$ cat src/rtl/vfd_pkg.sv
package vfd_pkg;

  localparam int CODE_W   = 4;
  localparam int SEG_W    = 8;

  typedef logic [CODE_W-1:0] code_t;

  localparam code_t CODE_BLANK = 4'd10;
  localparam code_t CODE_DASH  = 4'd11;

  // Lit-segment mask, bit 0 = a ... bit 6 = g (1 = lit).
  function automatic logic [6:0] glyph_lit(input code_t c);
    logic [6:0] m;
    case (c)
      4'd0:    m = 7'b0111111;
      4'd1:    m = 7'b0000110;
      4'd2:    m = 7'b1011011;
      4'd3:    m = 7'b1001111;
      4'd4:    m = 7'b1100110;
      4'd5:    m = 7'b1101101;
      4'd6:    m = 7'b1111101;
      4'd7:    m = 7'b0000111;
      4'd8:    m = 7'b1111111;
      4'd9:    m = 7'b1101111;
      4'd11:   m = 7'b1000000;
      default: m = 7'b0000000;
    endcase
    return m;
  endfunction

endpackage

$ cat src/rtl/vfd_scan_tick.sv
module vfd_scan_tick #(
  parameter int PRESCALE = 128,
  parameter int DIVIDE   = 187
) (
  input  logic clk,
  input  logic rst,
  input  logic en,
  output logic tick
);
  localparam int PW = $clog2(PRESCALE + 1);
  localparam int DW = $clog2(DIVIDE + 1);

  logic [PW-1:0] pre_cnt;
  logic [DW-1:0] div_cnt;
  logic          pre_last, div_last;

  assign pre_last = (pre_cnt == PW'(PRESCALE - 1));
  assign div_last = (div_cnt == DW'(DIVIDE - 1));

  always_ff @(posedge clk) begin
    if (rst) begin
      pre_cnt <= '0;
      div_cnt <= '0;
      tick    <= 1'b0;
    end else begin
      tick <= 1'b0;
      if (en) begin
        tick <= pre_last && div_last;
        if (pre_last) begin
          pre_cnt <= '0;
          div_cnt <= div_last ? '0 : div_cnt + 1'b1;
        end else begin
          pre_cnt <= pre_cnt + 1'b1;
        end
      end
    end
  end

  // ticks are single-cycle pulses separated by the full period
  p_tick_isolated_r2: assert property (@(posedge clk) disable iff (rst)
    tick |=> !tick);

  // a tick is only produced after an enabled cycle
  p_tick_needs_en_r10: assert property (@(posedge clk) disable iff (rst)
    tick |-> $past(en));

endmodule

$ cat src/rtl/vfd_step_seq.sv
module vfd_step_seq #(
  parameter int NUM_GRIDS    = 9,
  parameter int GUARD_CYCLES = 12
) (
  input  logic                         clk,
  input  logic                         rst,
  input  logic                         tick,
  output logic [$clog2(NUM_GRIDS)-1:0] pos,
  output logic                         show_go
);
  localparam int PW   = $clog2(NUM_GRIDS);
  localparam int GW   = $clog2(GUARD_CYCLES + 1);
  localparam int LAST = NUM_GRIDS - 1;

  logic [GW-1:0] guard_cnt;
  logic          blanking;

  assign show_go = blanking && (guard_cnt == '0);

  always_ff @(posedge clk) begin
    if (rst) begin
      pos       <= PW'(LAST);
      guard_cnt <= '0;
      blanking  <= 1'b0;
    end else if (tick) begin
      pos       <= (pos == PW'(LAST)) ? '0 : pos + 1'b1;
      guard_cnt <= GW'(GUARD_CYCLES - 1);
      blanking  <= 1'b1;
    end else if (blanking) begin
      if (guard_cnt == '0) blanking  <= 1'b0;
      else                 guard_cnt <= guard_cnt - 1'b1;
    end
  end

  // position always in range
  p_pos_range_r3: assert property (@(posedge clk) disable iff (rst)
    pos <= PW'(LAST));

  // wrap from last position to zero
  p_pos_wrap_r3: assert property (@(posedge clk) disable iff (rst)
    (tick && pos == PW'(LAST)) |=> (pos == '0));

  // a fresh step always begins with a guard interval
  p_guard_start_r4: assert property (@(posedge clk) disable iff (rst)
    tick |=> (blanking && !show_go) || (GUARD_CYCLES == 1));

endmodule

$ cat src/rtl/vfd_drive.sv
module vfd_drive
  import vfd_pkg::*;
#(
  parameter int NUM_GRIDS = 9,
  parameter int DP_POS    = 1
) (
  input  logic                          clk,
  input  logic                          rst,
  input  logic                          step_start,
  input  logic                          show_go,
  input  logic [$clog2(NUM_GRIDS)-1:0]  pos,
  input  logic [NUM_GRIDS*CODE_W-1:0]   codes,
  output logic [SEG_W-1:0]              seg_n,
  output logic [NUM_GRIDS-1:0]          grid_n
);
  localparam int PW = $clog2(NUM_GRIDS);
  localparam logic [NUM_GRIDS-1:0] ALL_OFF = '1;

  code_t slot [NUM_GRIDS];

  for (genvar g = 0; g < NUM_GRIDS; g++) begin : g_unpack
    assign slot[g] = codes[g*CODE_W +: CODE_W];
  end

  code_t                 cur;
  logic                  cur_blank;
  logic [SEG_W-1:0]      seg_next;
  logic [NUM_GRIDS-1:0]  grid_next;

  always_comb begin
    cur       = slot[pos];
    cur_blank = (cur == CODE_BLANK);
    if (cur_blank) begin
      seg_next  = '1;
      grid_next = ALL_OFF;
    end else begin
      seg_next  = ~{(pos == PW'(DP_POS)), glyph_lit(cur)};
      grid_next = ~(NUM_GRIDS'(1) << pos);
    end
  end

  always_ff @(posedge clk) begin
    if (rst) begin
      seg_n  <= '1;
      grid_n <= ALL_OFF;
    end else if (step_start) begin
      grid_n <= ALL_OFF;
    end else if (show_go) begin
      seg_n  <= seg_next;
      grid_n <= grid_next;
    end
  end

  // never more than one grid enabled
  p_one_grid_r4: assert property (@(posedge clk) disable iff (rst)
    $onehot0(~grid_n));

  // every step starts with all grids dark
  p_dark_after_tick_r4: assert property (@(posedge clk) disable iff (rst)
    step_start |=> (grid_n == ALL_OFF));

  // decimal point only with the fixed position's grid
  p_dp_only_pos_r9: assert property (@(posedge clk) disable iff (rst)
    (grid_n != ALL_OFF && grid_n[DP_POS]) |-> seg_n[SEG_W-1]);

  // a grid turns on only at the end of a guard interval
  p_grid_on_after_guard_r5: assert property (@(posedge clk) disable iff (rst)
    (grid_n != ALL_OFF && $past(grid_n) == ALL_OFF) |-> $past(show_go));

endmodule

$ cat src/rtl/vfd_scanner.sv
module vfd_scanner
  import vfd_pkg::*;
#(
  parameter int NUM_GRIDS    = 9,
  parameter int PRESCALE     = 128,
  parameter int DIVIDE       = 187,
  parameter int GUARD_CYCLES = 12,
  parameter int DP_POS       = 1
) (
  input  logic                        clk,
  input  logic                        rst,
  input  logic                        scan_en,
  input  logic [NUM_GRIDS*CODE_W-1:0] codes,
  output logic [SEG_W-1:0]            seg_n,
  output logic [NUM_GRIDS-1:0]        grid_n
);
  localparam int PW = $clog2(NUM_GRIDS);

  logic          tick;
  logic          show_go;
  logic [PW-1:0] pos;

  vfd_scan_tick #(
    .PRESCALE (PRESCALE),
    .DIVIDE   (DIVIDE)
  ) u_tick (
    .clk  (clk),
    .rst  (rst),
    .en   (scan_en),
    .tick (tick)
  );

  vfd_step_seq #(
    .NUM_GRIDS    (NUM_GRIDS),
    .GUARD_CYCLES (GUARD_CYCLES)
  ) u_seq (
    .clk     (clk),
    .rst     (rst),
    .tick    (tick),
    .pos     (pos),
    .show_go (show_go)
  );

  vfd_drive #(
    .NUM_GRIDS (NUM_GRIDS),
    .DP_POS    (DP_POS)
  ) u_drive (
    .clk        (clk),
    .rst        (rst),
    .step_start (tick),
    .show_go    (show_go),
    .pos        (pos),
    .codes      (codes),
    .seg_n      (seg_n),
    .grid_n     (grid_n)
  );

  // outputs dark in the first cycle after reset
  p_reset_dark_r1: assert property (@(posedge clk)
    $past(rst) |-> (&seg_n && &grid_n));

endmodule

$ cat config.mk
export PLATFORM = sky130hd
export DESIGN_NAME = vfd_scanner
export DESIGN_NICKNAME = d
export VERILOG_FILES = /design/src/rtl/vfd_pkg.sv /design/src/rtl/vfd_scan_tick.sv /design/src/rtl/vfd_step_seq.sv /design/src/rtl/vfd_drive.sv /design/src/rtl/vfd_scanner.sv
export SDC_FILE = /design/constraint.sdc
export NUM_CORES = 1
export LEC_CHECK = 0
export ABC_CLOCK_PERIOD_IN_PS = 4200
export BUFFER_PORTS_ARGS = -buffer_cell sky130_fd_sc_hd__buf_2
export CAP_MARGIN = 10
export CORE_MARGIN = 3
export CORE_UTILIZATION = 34
export CTS_CLUSTER_SIZE = 20
export DETAILED_ROUTE_END_ITERATION = 6
export PLACE_DENSITY = 0.52
export SLEW_MARGIN = 25
export SYNTH_ARGS = -nofsm -noshare
export SYNTH_HDL_FRONTEND = slang
export SYNTH_HIERARCHICAL = 1
export SYNTH_SLANG_ARGS = --single-unit
$ cat constraint.sdc
create_clock -name clk -period 4.2 [get_ports clk]
set_input_delay 0.42 -clock clk [delete_from_list [all_inputs] [get_ports clk]]
set_output_delay 0.42 -clock clk [all_outputs]
set_load 0.05 [all_outputs]
==> summary by stage, run 1 <==
Cells and area
The total of fill cells in the finished design is 701. Leaving out fill and tap cells, the most frequent cell in the layout is sky130_fd_sc_hd__buf_2. Of the cells placed in the final design, the portion with a size suffix greater than 1 is 26.5%.

The count of placed standard cells in the final layout, fillers left out is 428. The number of nets in the finished design is 382. Leaving out fill and tap cells, the most frequent cells in the layout are sky130_fd_sc_hd__buf_2, sky130_fd_sc_hd__dfxtp_1, sky130_fd_sc_hd__nor2_1, sky130_fd_sc_hd__a21oi_1, sky130_fd_sc_hd__nand2_1. The post-synthesis to final-layout area growth is 17.6%. The antenna diode count is 0.

Floorplanning
Pin placement for this block handled 56 I/O pins. The floorplan die area is 8380 µm². The area inside the core boundary is 6940 µm². The die boundary height is 91.5 µm. For this configuration, the core starts out at a cell density of 35.8%.

The die outline width is 91.5 µm. In this run the core area contains 30 standard-cell rows.

STA
The post-layout worst setup margin is 1.05 ns. Clock skew on the completed layout was measured at 0.00751 ns. The share of the clock period used by the worst path is 75.0%. For the final routed database, the setup TNS stands at 0 ns. On the final layout, the worst hold slack is 0.422 ns. The maximum operating frequency is 318 MHz.

The hold violation total from the final report is 0. The number of slew-limit violations in the final report came to 0. Setup repair after global routing left no endpoint under its margin. The pin slew with the least headroom to its limit is 0.867 ns. The tightest slew margin relative to the limit is 42.1%. The total of endpoints with negative setup slack in the final report is 0. Counting I/O delays and the setup requirement, the final critical path takes 3.15 ns.

Detailed routing
The routed length per instance is 13.8 µm. The total DRC errors in the routed layout is 0. Wires add up to 5900 µm. The routed layout has 2,145 vias. Once detail routing completed, the nets flagged for antenna violations numbered 0.

The pre-antenna-repair detailed-routing pass consisted of 4 iterations. For this block, the initial DRC count from the detailed router was 71. After detailed routing, the number of vias per cell comes to 5.01.

Setup path
The data required time of the worst path is 4.37 ns. On the critical path the largest part of the delay comes from compound AO/OA/AOI/OAI gates. STA classifies the critical path startpoint as a register. On the critical path, the stage with the largest delay is an instance of sky130_fd_sc_hd__dfxtp_1. The startpoint of the worst register-to-register path is u_seq/pos[3]$_SDFFE_PP1P_.

The launching instance or port of the critical path is u_seq/pos[3]$_SDFFE_PP1P_. STA puts the critical path data arrival time at 3.32 ns. The largest fanout on the critical path is 18. The category of the worst setup path capture point is a register. The buffer and inverter count on the worst path is 2. The setup path with the least slack is of type register to register. Walking the worst path, the cells encountered are nor2b_1 > a211oi_1 > a211oi_1 > o31ai_1 > inv_2 > ha_1 > inv_1 > nor3b_4 > nor4_2 > a21oi_1. On the worst path, the slowest cell contributes a delay of 0.71 ns. By instance count, the cell type seen most on the critical path is sky130_fd_sc_hd__a211oi_1.

Clock tree
Hold repair after CTS inserted 0 buffers. The CTS tree is done. The post-CTS setup-driven buffer insertion count is 0. For this design, the sink count on the clock tree is 43. The maximum level of the CTS H-tree is 2.

The number of buffers on the longest clock path is 2. The root buffer cell is sky130_fd_sc_hd__clkbuf_8. Clock-pin slew was measured on the worst setup and hold paths at 0.09 ns. The total of cells resized after clock tree synthesis is 0. The later pin in the worst-skew pair is clocked with a latency of 0.30 ns. The number of CTS-inserted buffers is 5.

Global routing
The via count of the first global-routing pass is 1,953. The number of antenna violations at the first check in global routing is 0. The first global-routing pass estimated 9590 µm of wire. Entering global routing, the biggest net connects 35 pins. The overall track demand over capacity in global routing is 13.9%.

The sum of overflow across all layers after global routing is 0.

Synthesis
The share of synthesized registers carrying an async set or reset is 0%. The mapped netlist covers 2490 µm². When the netlist entered floorplanning its net count stood at 331. The post-synthesis sequential area ratio is 34.6%. Synthesis inferred 43 register bits. The post-synthesis area per instance is 8.88 µm². The Yosys step of the flow raised 6 warnings. The most used flip-flop cell after synthesis is sky130_fd_sc_hd__dfxtp_1. After technology mapping, the gate count stands at 280. Yosys mapped a number of flops with a built-in enable equal to 0. The count of distinct cell types in the synthesized netlist is 67.

Pwr
The highest ir drop seen on vdd is 0.000144 V. The internal power contribution is 617 µW. The power density relative to cell area is 276 nW/µm². In this run the power spent charging and discharging nets is 190 µW. The clock network is responsible for 42.0% of the overall power.

The cell leakage power is 1.06 nW. Overall power consumption after layout is estimated at 807 µW. Registers are responsible for 50.8% of the overall power. Combinational logic burns 7.2% of the power.

Net switching is 23.5% of the power.

Place
Detailed placement ended at an HPWL of 4300 µm. At the end of routability-driven placement, the weighted congestion stood at 0.808. The count of buffers from port buffering is 55. After detailed placement, the design holds a cell count of 420. Prior to clock tree synthesis, the placed netlist has a worst setup slack of 1.03 ns.

Flow run
Across the run, the number of max-cap violations was 0.

Outcome
The run finished with clean final reports.

Hold path
The path type of the worst min-delay path is input port to register. The startpoint of the tightest hold check path is scan_en.
-- layout make-up --
cell class	instances	area (µm²)	share of cell area (%)
multi-input combinational	208	1480	50.6
inverter	17	63.8	2.18
tap	96	120	4.11
clock buffer	5	68.8	2.35
sequential	43	861	29.4
clock inverter	3	47.5	1.63
timing repair buffer	56	283	9.67
-- worst paths after layout --
path / slack [ns] / to / cells after the start
setup / recovery: 1.05 / u_drive/grid_n[0]$_SDFFE_PP1P_ / 10
hold / removal: 0.42 / u_tick/pre_cnt[0]$_SDFFE_PP0P_ / 3
setup reg to reg: 1.05 / u_drive/grid_n[0]$_SDFFE_PP1P_ / 10
hold reg to reg: 0.49 / u_drive/seg_n[1]$_SDFFE_PP1P_ / 1
-- through the flow --
step           cell area (µm²)  utilization, %
5_1_grt                   2930            42.1
2_1_floorplan             2490               -
3_3_place_gp              2810            40.5
4_1_cts                   2930            42.1
3_5_place_dp              2810            40.5
6_report                  2930            42.1
-- power groups by stage --
| stage | clock network (mW) | registers, mW | logic (mW) |
|---|---|---|---|
| final | 0.339 | 0.410 | 0.0583 |
| after global routing | 0.368 | 0.411 | 0.0654 |
| after CTS | 0.352 | 0.410 | 0.0587 |
| after detailed placement | 0 | 0.420 | 0.0582 |
| after global placement | 0 | 0.420 | 0.0581 |
| after floorplan | 0 | 0.419 | 0.0334 |
-- kinds of logic after synthesis --
group | share of synthesized area, %
xor gates and xnor gates | 2.11
buffers and inverters | 5.83
adders and majority gates | 6.04
AOI/OAI and AO/OA | 17.9
DFF | 34.6
muxes | 8.35
and+or+nand+nor | 25.2
-- layer usage --
layer  GRT usage [%]  share of wire, %  up-vias
met1            18.7                49      974
met4            3.39              0.58        0
met3            3.89               5.7        4
met5               0                 0        -
met2            22.0                44       49
li1                -                 -     1118
-- state kept, by name, summed over array words and instances, names as in the netlist --
register,cells
u_tick/pre_cnt,8
u_drive/grid_n,9
u_drive/seg_n,8
u_seq/pos,4
u_tick/tick,1
u_tick/div_cnt,8
u_seq/blanking,1
u_seq/guard_cnt,4
-- tightest hold or removal path, stage by stage --
cell and delay, ns:
sky130_fd_sc_hd__buf_2 0.13, sky130_fd_sc_hd__nand3b_1 0.08, sky130_fd_sc_hd__a21oi_1 0.05
-- cell usage after synthesis (2+ instances only) --
master / instances / area (µm²)
sky130_fd_sc_hd__xnor2_1: 3 / 26.3
sky130_fd_sc_hd__o221a_2: 2 / 22.5
sky130_fd_sc_hd__dfxtp_1: 43 / 861
sky130_fd_sc_hd__o32ai_1: 4 / 35.0
sky130_fd_sc_hd__nor2_1: 30 / 113
sky130_fd_sc_hd__buf_4: 4 / 30.0
sky130_fd_sc_hd__xor2_1: 3 / 26.3
sky130_fd_sc_hd__a21o_1: 2 / 15.0
sky130_fd_sc_hd__nor3b_1: 2 / 15.0
sky130_fd_sc_hd__o221ai_1: 2 / 17.5
sky130_fd_sc_hd__or2_2: 3 / 18.8
sky130_fd_sc_hd__o211ai_1: 2 / 15.0
sky130_fd_sc_hd__nand2_2: 2 / 12.5
sky130_fd_sc_hd__a222oi_1: 2 / 20.0
sky130_fd_sc_hd__or3_2: 2 / 15.0
sky130_fd_sc_hd__nand2b_1: 6 / 37.5
sky130_fd_sc_hd__a21oi_1: 26 / 130
sky130_fd_sc_hd__or3_1: 3 / 18.8
sky130_fd_sc_hd__mux2_2: 4 / 45.0
sky130_fd_sc_hd__and4b_1: 3 / 30.0
sky130_fd_sc_hd__a31oi_1: 4 / 25.0
sky130_fd_sc_hd__o31ai_1: 2 / 15.0
sky130_fd_sc_hd__nor2b_1: 4 / 25.0
sky130_fd_sc_hd__buf_2: 2 / 10.0
sky130_fd_sc_hd__clkbuf_1: 2 / 7.51
sky130_fd_sc_hd__o32a_1: 3 / 30.0
sky130_fd_sc_hd__nor3_1: 8 / 40.0
sky130_fd_sc_hd__inv_1: 16 / 60.1
sky130_fd_sc_hd__a211oi_1: 4 / 30.0
sky130_fd_sc_hd__mux2i_1: 11 / 110
sky130_fd_sc_hd__nand3b_1: 3 / 22.5
sky130_fd_sc_hd__o21ai_0: 4 / 20.0
sky130_fd_sc_hd__ha_1: 12 / 150
sky130_fd_sc_hd__nand4_1: 4 / 25.0
sky130_fd_sc_hd__nand3_1: 4 / 20.0
sky130_fd_sc_hd__nand2_1: 18 / 67.6
(Power assumes the default switching activity.)
==> inputs of run 2 (changes only) <==
Settings changed: ABC_CLOCK_PERIOD_IN_PS 4200 to 2500, PLACE_DENSITY 0.52 to 0.54.
Clock period 4.2 ns to 2.5 ns, I/O delays scaled along.
==> run 2 against run 1 <==
  * Non-clock buffer count grew 8
  * Cell area grew 3.8%
  * Count of clock-buffer cells in the layout is the same
  * First-iteration DRC count grew 20%
  * Total power grew 79%
  * Wire length grew 0.46%
  * Sequential cell count is the same
  * Critical path type unchanged
==> summary by stage, run 2 (same netlist as run 1, synthesis figures left out) <==
STA
The maximum clock skew at final layout is 0.00669 ns. At the pin with the least slew margin, the transition time is 0.589 ns. The number of slew-limit violations in the final report came to 0. The setup TNS is 0 ns.

Headroom to the max-slew limit came out at 60.7%. The hold violation total from the final report is 0. The maximum operating frequency is 433 MHz. In the finished design, the share of the clock period the worst path needs comes to 92.4%. Setup repair after global routing left no endpoint under its margin.

Setup violations remaining at the end of the flow were counted as 0. The minimum clock period is 2.31 ns.

Floorplanning
The floorplan has 30 rows. The die boundary height is 91.5 µm. In this run the count of I/O pins placed on the die edge is 56. From left edge to right edge, the die measures 91.5 µm.

The area inside the core boundary is 6940 µm². The floorplan die area is 8380 µm². The initial standard-cell utilization of the core is 35.8%.

Setup path
The type of the setup path with the least slack is register to register. The startpoint kind of the worst setup timing path is a register. The largest individual stage delay along the critical path comes from the cell sky130_fd_sc_hd__nor4b_4.

The worst setup path is captured at a register. The signal on the critical path passes through buf_12 > mux2i_1 > nor2_1 > o31ai_2 > inv_2 > ha_1 > inv_1 > nor3b_4 > nor4b_4 > a31oi_1. The largest fanout on the critical path is 26. Across all register-to-register paths, the minimum setup slack is 0.19 ns.

At the worst endpoint, the required time is 2.68 ns. The largest incremental delay on the critical path is 0.39 ns. Data arrives at the worst endpoint at 2.49 ns.

Outcome
The flow ran to the end, and the final reports show no timing, DRC or antenna violations.

Clock tree
The CTS tree is done. The later pin in the worst-skew pair is clocked with a latency of 0.30 ns. The tree is rooted in a sky130_fd_sc_hd__clkbuf_8. Counting along the longest clock path gives a buffer depth of 2. The H-tree was split into 2 levels. The clock slew seen by the registers of the worst setup and hold paths is 0.09 ns.

The clock net sink count is 43. Hold repair after CTS inserted 0 buffers. The number of CTS-inserted buffers is 5.

Pwr
In this run the static leakage power is 1.11 nW. Across the VDD grid, the largest voltage drop is 0.000237 V. Dividing total power by cell area gives a power density of 476 nW/µm².

Place
The half-perimeter wire length after placement is 4300 µm. The routability-driven placement congestion ratio is 0.809. The number of placed cells counting well taps is 427.

In this run the tool buffered the top-level ports with 55 buffer cells.

Detailed routing
The number of detailed-routing iterations run before antenna repair is 4. The via count is 2,213. The routed via count divided by cell count is 5.08. The final layout contains routed wiring with a total length of 5930 µm.

The total DRC errors in the routed layout is 0. The number of nets with antenna violations after routing is 0. The initial detailed-routing violation count is 85. In the final routed layout, each cell accounts on average for 13.6 µm.

Global routing
The overall track demand over capacity in global routing is 14.4%. The via count of the first global-routing pass is 2,162. Entering global routing, the biggest net connects 35 pins.

The first global-routing pass estimated 10,100 µm of wire. The number of antenna violations at the first check in global routing was 0. The total overflow left after global routing is 0.

Hold path
The path class of the tightest hold or removal check is input port to register.

Cells and area
The sequential standard cell area is 862 µm². In the final layout, the share of cells above drive strength 1 is 29.1%. The total of fill cells in the finished design is 682. The area of the multi-input gates is 1500 µm². The net count of the finished layout is 390. The library cell used most frequently in the layout, excluding fill and tap cells, is sky130_fd_sc_hd__buf_2.

The library cells used most frequently in the layout, excluding fill and tap cells, are sky130_fd_sc_hd__buf_2, sky130_fd_sc_hd__dfxtp_1, sky130_fd_sc_hd__nor2_1, sky130_fd_sc_hd__a21oi_1, sky130_fd_sc_hd__nand2_1. The count of cells in the finished layout, fillers not included, comes to 436. The antenna diode count is 0. u_drive/grid_n holds more flip-flops than any other register. The area growth from synthesis to layout is 22.0%.

The register with the most flip-flops in the layout has 9 of them.

Flow run
The max capacitance violation total is 0.
## run 2: area by class of cell
class / instances / area share [%]
inverter: 17 / 2.10
tap: 96 / 3.96
sequential: 43 / 28.4
multi-input combinational: 208 / 49.3
timing repair buffer: 64 / 11.7
clock buffer: 5 / 2.27
clock inverter: 3 / 2.23
## run 2: worst paths after layout
check                                                      end  cells past startpoint                     startpoint
worst max-delay path            u_drive/grid_n[7]$_SDFFE_PP1P_                     10      u_seq/pos[1]$_SDFFE_PP0P_
worst min register to register   u_drive/seg_n[1]$_SDFFE_PP1P_                      1  u_drive/seg_n[1]$_SDFFE_PP1P_
worst min-delay path            u_tick/pre_cnt[0]$_SDFFE_PP0P_                      3                        scan_en
worst max register to register  u_drive/grid_n[7]$_SDFFE_PP1P_                     10      u_seq/pos[1]$_SDFFE_PP0P_
## run 2: per-layer routing
layer / track usage [%] / vias to the layer above / share of wire (%)
met4: 3.89 / 0 / 0.94
met5: 0 / - / 0
met2: 22.7 / 71 / 43
li1: - / 1138 / -
met3: 4.72 / 4 / 7.8
met1: 18.9 / 1000 / 48
## run 2: worst max-delay path: cells and delay by family (launching register included)
family                     cells  cell delay (ns)
AOI/OAI and AO/OA              2             0.40
adders and majority gates      1             0.24
buffers and inverters          3             0.45
DFF                            1             0.36
muxes                          1             0.20
and+or+nand+nor                3             0.53
## run 2: stage by stage
| stage | area [µm²] | power [mW] | hold WS, ns | setup slack, ns | util (%) |
|---|---|---|---|---|---|
| finish | 3040 | 1.44 | 0.259 | 0.189 | 43.7 |
| global route | 3040 | 1.51 | 0.256 | 0.00143 | 43.7 |
| CTS | 3010 | 1.47 | 0.248 | 0.00430 | 43.4 |
| detailed placement | 2870 | 0.807 | 0.461 | 0.0391 | 41.4 |
| global placement | 2870 | 0.807 | 0.460 | 0.100 | 41.4 |
| floorplan | 2490 | 0.761 | 0.402 | 0.0539 | - |
## run 2: report_power, final
group / internal, mW / switching, mW
Sequential: 0.687 / 0.00209
Clock: 0.398 / 0.253
Combinational: 0.0515 / 0.0520
Total: 1.14 / 0.307
## run 2: timing repair
action,4_1_cts,5_1_grt
gates resized for setup,0,4
setup endpoints to repair,0,14
setup buffers,0,1
